$ cat src/rtl/tmr_pkg.sv
package tmr_pkg;

    typedef enum logic [1:0] {
        TM_UP   = 2'd0,
        TM_DOWN = 2'd1,
        TM_UDA  = 2'd2,
        TM_UDB  = 2'd3
    } tm_mode_e;

    typedef enum logic [1:0] {
        TA_PERIOD = 2'd0,
        TA_CMP    = 2'd1,
        TA_BUF    = 2'd2,
        TA_CTRL   = 2'd3
    } tm_addr_e;

    typedef struct packed {
        logic     one_shot;
        logic     swap_en;
        tm_mode_e mode;
    } tm_ctrl_t;

    typedef struct packed {
        logic tc;
        logic ovf;
        logic unf;
        logic cmp;
    } tm_evt_t;

    function automatic logic tm_is_terminal(tm_mode_e m, logic at_zero, logic at_top);
        case (m)
            TM_UP:   return at_top;
            TM_DOWN: return at_zero;
            TM_UDA:  return at_zero;
            default: return at_zero | at_top;
        endcase
    endfunction

    function automatic logic tm_loads_top(tm_mode_e m);
        return m == TM_DOWN;
    endfunction

endpackage

$ cat src/rtl/tmr_regs.sv
module tmr_regs
    import tmr_pkg::*;
#(
    parameter int W = 16
) (
    input  logic         clk,
    input  logic         rst,
    input  logic         wr_en,
    input  logic [1:0]   wr_addr,
    input  logic [W-1:0] wr_data,
    input  logic         swap_req,
    output logic [W-1:0] period_q,
    output logic [W-1:0] cmp_q,
    output tm_ctrl_t     ctrl_q
);

    localparam int CW = $bits(tm_ctrl_t);

    logic [W-1:0] buf_q;

    always_ff @(posedge clk) begin
        if (rst) begin
            period_q <= '0;
            cmp_q    <= '0;
            buf_q    <= '0;
            ctrl_q   <= '0;
        end else if (wr_en) begin
            case (tm_addr_e'(wr_addr))
                TA_PERIOD: period_q <= wr_data;
                TA_CMP:    cmp_q    <= wr_data;
                TA_BUF:    buf_q    <= wr_data;
                default:   ctrl_q   <= tm_ctrl_t'(wr_data[CW-1:0]);
            endcase
        end else if (swap_req && ctrl_q.swap_en) begin
            cmp_q <= buf_q;
            buf_q <= cmp_q;
        end
    end

endmodule

$ cat src/rtl/tmr_counter.sv
module tmr_counter
    import tmr_pkg::*;
#(
    parameter int W = 16
) (
    input  logic         clk,
    input  logic         rst,
    input  tm_ctrl_t     ctrl,
    input  logic [W-1:0] period,
    input  logic         start,
    input  logic         stop,
    input  logic         reload,
    input  logic         cnt_en,
    output logic [W-1:0] count_q,
    output logic         running_q,
    output logic         step,
    output logic [W-1:0] nxt
);

    localparam logic [W-1:0] ONE = W'(1);

    logic dir_q;
    logic dir_n;
    logic up_eff;
    logic at_zero;
    logic at_top;
    logic term_n;

    assign at_zero = (count_q == '0);
    assign at_top  = (count_q >= period);
    assign step    = running_q & cnt_en & ~stop & ~reload;

    always_comb begin
        dir_n  = dir_q;
        up_eff = dir_q;
        case (ctrl.mode)
            TM_UP:   nxt = at_top ? '0 : count_q + ONE;
            TM_DOWN: nxt = at_zero ? period : count_q - ONE;
            default: begin
                if (at_zero)     up_eff = 1'b1;
                else if (at_top) up_eff = 1'b0;
                dir_n = up_eff;
                nxt   = up_eff ? count_q + ONE : count_q - ONE;
            end
        endcase
    end

    assign term_n = tm_is_terminal(ctrl.mode, nxt == '0, nxt == period);

    always_ff @(posedge clk) begin
        if (rst) begin
            count_q   <= '0;
            dir_q     <= 1'b1;
            running_q <= 1'b0;
        end else if (stop) begin
            running_q <= 1'b0;
        end else if (reload) begin
            count_q   <= tm_loads_top(ctrl.mode) ? period : '0;
            dir_q     <= 1'b1;
            running_q <= 1'b1;
        end else begin
            if (start && !running_q)
                running_q <= 1'b1;
            if (step) begin
                count_q <= nxt;
                dir_q   <= dir_n;
                if (ctrl.one_shot && term_n)
                    running_q <= 1'b0;
            end
        end
    end

endmodule

$ cat src/rtl/tmr_events.sv
module tmr_events
    import tmr_pkg::*;
#(
    parameter int W = 16
) (
    input  logic         clk,
    input  logic         rst,
    input  tm_ctrl_t     ctrl,
    input  logic         step,
    input  logic [W-1:0] nxt,
    input  logic [W-1:0] period,
    input  logic [W-1:0] cmp_val,
    output logic         hit,
    output tm_evt_t      evt_q
);

    logic    lands_zero;
    logic    lands_top;
    tm_evt_t evt_n;

    assign lands_zero = (nxt == '0);
    assign lands_top  = (nxt == period);
    assign hit        = step & (nxt == cmp_val);

    always_comb begin
        evt_n.tc  = step & tm_is_terminal(ctrl.mode, lands_zero, lands_top);
        evt_n.ovf = step & lands_top;
        evt_n.unf = step & lands_zero;
        evt_n.cmp = hit;
    end

    always_ff @(posedge clk) begin
        if (rst) evt_q <= '0;
        else     evt_q <= evt_n;
    end

endmodule

$ cat src/rtl/tmr_core.sv
module tmr_core
    import tmr_pkg::*;
#(
    parameter int W = 16
) (
    input  logic         clk,
    input  logic         rst,
    input  logic         wr_en,
    input  logic [1:0]   wr_addr,
    input  logic [W-1:0] wr_data,
    input  logic         start,
    input  logic         stop,
    input  logic         reload,
    input  logic         cnt_en,
    output logic [W-1:0] count_o,
    output logic         running_o,
    output logic         tc_o,
    output logic         ovf_o,
    output logic         unf_o,
    output logic         cmp_o
);

    logic [W-1:0] period_q;
    logic [W-1:0] cmp_q;
    tm_ctrl_t     ctrl_q;
    logic         step;
    logic [W-1:0] nxt;
    logic         hit;
    tm_evt_t      evt_q;

    tmr_regs #(.W(W)) regs_i (
        .clk      (clk),
        .rst      (rst),
        .wr_en    (wr_en),
        .wr_addr  (wr_addr),
        .wr_data  (wr_data),
        .swap_req (hit),
        .period_q (period_q),
        .cmp_q    (cmp_q),
        .ctrl_q   (ctrl_q)
    );

    tmr_counter #(.W(W)) cnt_i (
        .clk       (clk),
        .rst       (rst),
        .ctrl      (ctrl_q),
        .period    (period_q),
        .start     (start),
        .stop      (stop),
        .reload    (reload),
        .cnt_en    (cnt_en),
        .count_q   (count_o),
        .running_q (running_o),
        .step      (step),
        .nxt       (nxt)
    );

    tmr_events #(.W(W)) evt_i (
        .clk     (clk),
        .rst     (rst),
        .ctrl    (ctrl_q),
        .step    (step),
        .nxt     (nxt),
        .period  (period_q),
        .cmp_val (cmp_q),
        .hit     (hit),
        .evt_q   (evt_q)
    );

    assign tc_o  = evt_q.tc;
    assign ovf_o = evt_q.ovf;
    assign unf_o = evt_q.unf;
    assign cmp_o = evt_q.cmp;

endmodule

$ cat config.mk
export PLATFORM = sky130hd
export DESIGN_NAME = tmr_core
export DESIGN_NICKNAME = d
export VERILOG_FILES = /design/src/rtl/tmr_pkg.sv /design/src/rtl/tmr_regs.sv /design/src/rtl/tmr_counter.sv /design/src/rtl/tmr_events.sv /design/src/rtl/tmr_core.sv
export SDC_FILE = /design/constraint.sdc
export NUM_CORES = 1
export LEC_CHECK = 0
export BUFFER_PORTS_ARGS = -buffer_cell sky130_fd_sc_hd__buf_4
export CAP_MARGIN = 10
export CORE_AREA = 2 2 103 105
export DETAILED_ROUTE_END_ITERATION = 16
export DIE_AREA = 0 0 105 107
export PLACE_DENSITY = 0.85
export REMOVE_ABC_BUFFERS = 1
export SYNTH_ARGS = -nofsm -noshare
export SYNTH_HDL_FRONTEND = slang
export SYNTH_SLANG_ARGS = --single-unit
$ cat constraint.sdc
create_clock -name clk -period 6.05 [get_ports clk]
set_input_delay 0 -clock clk [delete_from_list [all_inputs] [get_ports clk]]
set_output_delay 0 -clock clk [all_outputs]
set_load 0.01 [all_outputs]
Word-level counts from Yosys, hierarchy flattened
Index checks and enable logic that the tools add are counted.

storage, ports and cells
  logic and storage cells = 80
  input bits = 25
  output and inout port bits = 21
  flip-flop bits (word level) = 74

operators by class
  reductions and logical operators = 20
  equal/unequal tests = 9
  $lt $le $gt $ge = 1
  bitwise logic cells = 11
  multiplexer cells = 24
  add/sub/neg operators = 2

operators by type and width
  cell                   number
  $mux 16                12
  $eq 16x16->1           2
  $logic_not 16->1       2
  $pmux 16 s2            1
  $add 16x1->16 const B  1
  $ge 16x16->1           1
  $sub 16x1->16 const B  1
  $mux 1                 10
  $reduce_and 2->1       5
  $and 1x1->1            7
  $ne 2x1->1 const B     3
  $reduce_or 2->1        3
  $eq 2x1->1 const B     2
  $eq 2x2->1 const B     2
  $logic_not 2->1        2
  $reduce_bool 2->1      2
  $logic_and 1x1->1      3
  $not 1->1              3
  $reduce_and 3->1       1
  $reduce_or 3->1        1
  $pmux 1 s2             1
  $logic_not 1->1        1
  $or 1x1->1             1

Longest topological paths before layout
  depth after elaboration = 13
  mapped depth = 18
  gate-level depth less buffers = 13

Hierarchy
From an unflattened synthesis, not the netlist that was laid out.

unflattened totals
  cell total of the unflattened synthesis = 734
  area, all modules = 5,864.4 um^2

modules (own cells, without submodules)
  module       instances  area each (um^2)  cells each  seq. area each (um^2)
  tmr_counter  1          2,974.1           432         360.3
  tmr_regs     1          2,333.5           237         1,041.0
  tmr_events   1          556.8             65          80.1

Least setup slack after synthesis
Ideal clock, no wire load.

  kind = flip-flop to flip-flop
  from = register cnt_i.count_q[0]
  to = register evt_i.evt_q[0] (netlist name)
  arrival = 4.203 ns
  path buffers = 2
  setup time = 0.103 ns
  required time = 5.947 ns
  cell stages (with the launch flop) = 16
  path slack = 1.743 ns
  clock period less this slack = 4.307 ns
  path through = dfxtp_1 clkbuf_1 inv_1 ha_1 a31oi_1 nor2b_1 o311ai_1 and4_1 buf_1 a31oi_1 and3_1 or2_1 a2111oi_2 or4b_1 or4_1 a2111oi_2

on the way
  longest elaborated chain between the ends = 8
  elaborated cells on any way between the ends = 13
  those cells by class = add/sub (2); order compare (1); eq/ne (1); mux (7); bitwise (1); reduce/logical (1)

RTL lines
  element                 RTL line           RTL
  from (decl)             tmr_counter.sv:14  output logic [W-1:0] count_q,
  from (signal assigned)  tmr_counter.sv:58  count_q <= tm_loads_top(ctrl.mode) ? period : '0;
  from (signal assigned)  tmr_counter.sv:65  count_q <= nxt;
  $ge 16x16->1            tmr_counter.sv:30  assign at_top = (count_q >= period);
  $mux 1                  tmr_counter.sv:41  else if (at_top) up_eff = 1'b0;
  $mux 1                  tmr_counter.sv:40  if (at_zero) up_eff = 1'b1;
  $mux 1                  tmr_counter.sv:36  case (ctrl.mode)
  $mux 16                 tmr_counter.sv:43  nxt = up_eff ? count_q + ONE : count_q - ONE;
  $pmux 16 s2 (*)         tmr_counter.sv:36
  $eq 16x16->1 (*)        tmr_events.sv:23   assign hit = step & (nxt == cmp_val);
  $and 1x1->1 (*)         tmr_events.sv:23

Every way passes the cells marked *; elsewhere a longest branch is shown, timed or not. The select of a mux whose other input is x is not followed.
A chain may end at the register's enable or synchronous reset.

Worst setup path in the final report
  from = register cnt_i.count_q[2]
  to = register regs_i.cmp_q[9]

on the way
  longest elaborated chain between the ends = 11
  elaborated cells on any way between the ends = 16
  those cells by class = add/sub (2); order compare (1); eq/ne (1); mux (7); bitwise (1); reduce/logical (4)

RTL lines
  element                                 RTL line           RTL
  $ge 16x16->1                            tmr_counter.sv:30
  $mux 1                                  tmr_counter.sv:41
  $mux 1                                  tmr_counter.sv:40
  $mux 1                                  tmr_counter.sv:36
  $mux 16                                 tmr_counter.sv:43
  $pmux 16 s2 (*)                         tmr_counter.sv:36
  $eq 16x16->1 (*)                        tmr_events.sv:23
  $and 1x1->1 (*)                         tmr_events.sv:23
  $logic_and 1x1->1 (*)                   tmr_regs.sv:34     end else if (swap_req && ctrl_q.swap_en) begin
  $reduce_bool 2->1 (no source line) (*)  -
  $reduce_and 2->1 (no source line) (*)   -
  to (signal assigned)                    tmr_regs.sv:30     TA_CMP: cmp_q <= wr_data;
  to (signal assigned)                    tmr_regs.sv:35     cmp_q <= buf_q;
  to (decl)                               tmr_regs.sv:13     output logic [W-1:0] cmp_q,

Marks and branches as above.

==> results.md <==
- Final Power: 1.58 mW
- TritonCTS clock tree: done
- Clock sinks: 74
- EDFF count, synth: 0
- Cells after Synth: 773
- Leakage power: 2.46 nW
- Worst path arrival time: 5.60 ns
- Die Width: 105 um
- Drt first pass iters: 6
- Grt ovf: 0
- CTS H-tree depth: 3
- IO buf count: 45
- Outcome: complete, no violations
- Routed len/inst: 22.2 um
- Setup CP Type: flip-flop to flip-flop
- Row count: 37
- Layout area overhead: 12.5%
- Core ar.: 0.0101 sq mm
- Via density: 7.01
- First-pass GRT wire length: 33,000 um
- Gr usage total: 0.372
- Post-route setup slack: 0.641 ns
- Crit. End Element: flip-flop
- RSZ-0062 raised after global routing: false
- Post-CTS setup buffer count: 0
- FMAX: 0.185 GHz
- Routability cong.: 1.03
- N_diodes: 0
- Clk_skew: 0.0183 ns
- Io pins: 46
- Die Area: 0.0112 sq mm
- DP Cell Count: 909
- Root buffer cell: clkbuf_8
- TritonCTS buffer count: 9
- Tightest Hold Check Type: primary input to flip-flop
- Asr flop ratio synth: 0
- Largest net degree at the start of global routing: 73
- Period utilisation layout: 0.894
- Initial antenna violation count: 0
- CTS max path bufs: 2
- Reg clk slew, reported paths: 0.10 ns
- Iteration-0 DRC Markers: 874
- Final Max Tran Viols: 0
- Drt drc: 0
- Detailed placement HPWL: 14,500 um
- Fin Hold WS: 0.0678 ns
- CTS Hold Bufs: 17
- Worst rel slew slack: 0.157
- Nets: 848
- DP Area: 0.00626 sq mm
- Final Hold Violating Endpoints: 0
- Routed Antenna Nets: 0
- PD cells: 238 mW/mm^2
- Post-synth cell types: 78
- Required @ worst endpoint: 6.25 ns
- Worst-Skew Late Latency: 0.36 ns
- CP Launch Type: flip-flop
- IR drop worst, VDD: 0.190 mV
- Starting Density: 0.584
- Cell area after layout: 0.00663 sq mm
- Setup_tns: 0 ns
- Min Tclk post-route: 5.41 ns
- Max-Cap Viols: 0
- CP max FO: 19
- Vias: 6,607
- Util after Layout: 0.657
- Register area share after synthesis: 0.251
- Vias in the first global route: 6,101
- Setup-failing EPs final: 0
- Fill cell count: 872
- Mapped cell area: 0.00589 sq mm
- Slew @ Worst Pin: 1.26 ns
- Die height: 107 um
- Synth Register Bits: 74
- Synthesized area per cell: 7.62 sq um
- Routed wire length: 20,900 um
- Share of cells above drive strength 1: 0.128
- Final cell count without fillers: 942
- Synth warnings: 0
- Pre-CTS setup slack: 0.928 ns
- Cts repair resizes: 0
- Main synth FF type: dfxtp_1
[area by class of cell]
class	instances	area (sq um)	share of cell area
tap	136	170	0.0257
multi-input combinational	612	4050	0.611
timing repair buffer	78	628	0.0948
clock inverter	7	76.3	0.0115
clock buffer	9	124	0.0187
sequential	74	1480	0.224
inverter	26	97.6	0.0147
[registers in the layout (all words and copies together), names as in the netlist]
signal and count:
cnt_i.count_q 16, regs_i.buf_q 16, regs_i.cmp_q 16, regs_i.period_q 16, evt_i.evt_q 4, regs_i.ctrl_q 4, cnt_i.dir_q 1, cnt_i.running_q 1
[report_power, final]
group	switching, mW	internal, mW	total (mW)
Clock	0.217	0.194	0.410
Combinational	0.391	0.228	0.619
Sequential	0.0385	0.510	0.548
Total	0.647	0.931	1.58
[synthesized netlist by cell type, types with 3 or more instances]
library cell | count | share of area
or4_1 | 6 | 0.0076
a211oi_1 | 30 | 0.038
nor4_1 | 11 | 0.012
nor3_1 | 58 | 0.049
inv_1 | 26 | 0.017
buf_2 | 9 | 0.0076
o31a_1 | 6 | 0.0089
nand2_1 | 68 | 0.043
buf_6 | 3 | 0.0057
o211ai_1 | 15 | 0.019
nand2b_1 | 21 | 0.022
buf_1 | 4 | 0.0025
o31ai_1 | 6 | 0.0076
a31oi_1 | 15 | 0.016
mux2i_1 | 26 | 0.044
xnor2_1 | 24 | 0.036
a211o_1 | 3 | 0.0045
nor2_1 | 50 | 0.032
o211a_1 | 4 | 0.0068
o21ai_0 | 30 | 0.025
a32oi_1 | 3 | 0.0045
a311oi_1 | 18 | 0.027
or3_1 | 12 | 0.013
ha_1 | 22 | 0.047
nand4_1 | 14 | 0.015
and4_1 | 4 | 0.0059
and3_1 | 3 | 0.0032
nand3_1 | 39 | 0.033
a21o_1 | 4 | 0.0051
nor4b_1 | 4 | 0.0059
clkbuf_1 | 43 | 0.027
dfxtp_1 | 74 | 0.25
nor2b_1 | 4 | 0.0042
xor2_1 | 9 | 0.013
a21oi_1 | 44 | 0.037
[kinds of logic after synthesis]
group / Yosys count / synth area share
AO/OA/AOI/OAI: 210 / 0.255
XOR/XNOR: 33 / 0.0491
adder cells (fa/ha/maj): 22 / 0.0467
buffers and inverters: 87 / 0.0624
flip-flops: 74 / 0.251
multiplexers: 27 / 0.0461
AND/OR/NAND/NOR: 320 / 0.289
[metal layers]
layer | GRT usage | up-vias | part of all wire
li1 | - | 2961 | -
met1 | 0.489 | 3117 | 0.40
met2 | 0.583 | 438 | 0.45
met3 | 0.0584 | 91 | 0.094
met4 | 0.210 | 0 | 0.056
met5 | 0 | - | 0
[worst paths after layout]
check                                                      from                         endpoint  slack [ns]  cells after the start
worst max register to register    cnt_i.count_q[2]$_SDFFE_PP0P_     regs_i.cmp_q[9]$_SDFFE_PP0P_        0.64                     12
worst min register to register  regs_i.period_q[8]$_SDFFE_PP0P_  regs_i.period_q[8]$_SDFFE_PP0P_        0.48                      2
worst max-delay path              cnt_i.count_q[2]$_SDFFE_PP0P_     regs_i.cmp_q[9]$_SDFFE_PP0P_        0.64                     12
worst min-delay path                                      start       cnt_i.running_q$_SDFF_PP0_        0.07                      4
[cells in the final DEF (no fill, tap or decap), drive strengths merged, types with 6 or more instances in the layout]
cell / count
nand4: 14
nand2: 69
o211ai: 16
xor2: 9
nor3: 58
o21ai: 31
a21oi: 44
dlygate4sd3: 17
nand2b: 21
xnor2: 24
dfxtp: 74
or4: 7
nor2: 52
inv: 28
or3: 12
a311oi: 18
o31a: 6
nor4: 15
a211oi: 30
mux2i: 26
ha: 22
clkbuf: 9
buf: 61
o31ai: 6
nand3: 40
a31oi: 15
[critical path, stage by stage (launching register included)]
cell       delay (ns)
dfxtp_1          0.73
ha_1             0.35
a31oi_1          0.19
nor2b_1          0.07
o311ai_1         0.45
nand3_1          0.63
a211oi_1         0.71
nor4_1           0.14
nor4_1           0.40
nand4bb_1        0.23
or4_1            0.59
nand2b_1         0.53
a311oi_1         0.20
(Power assumes the default switching activity.)
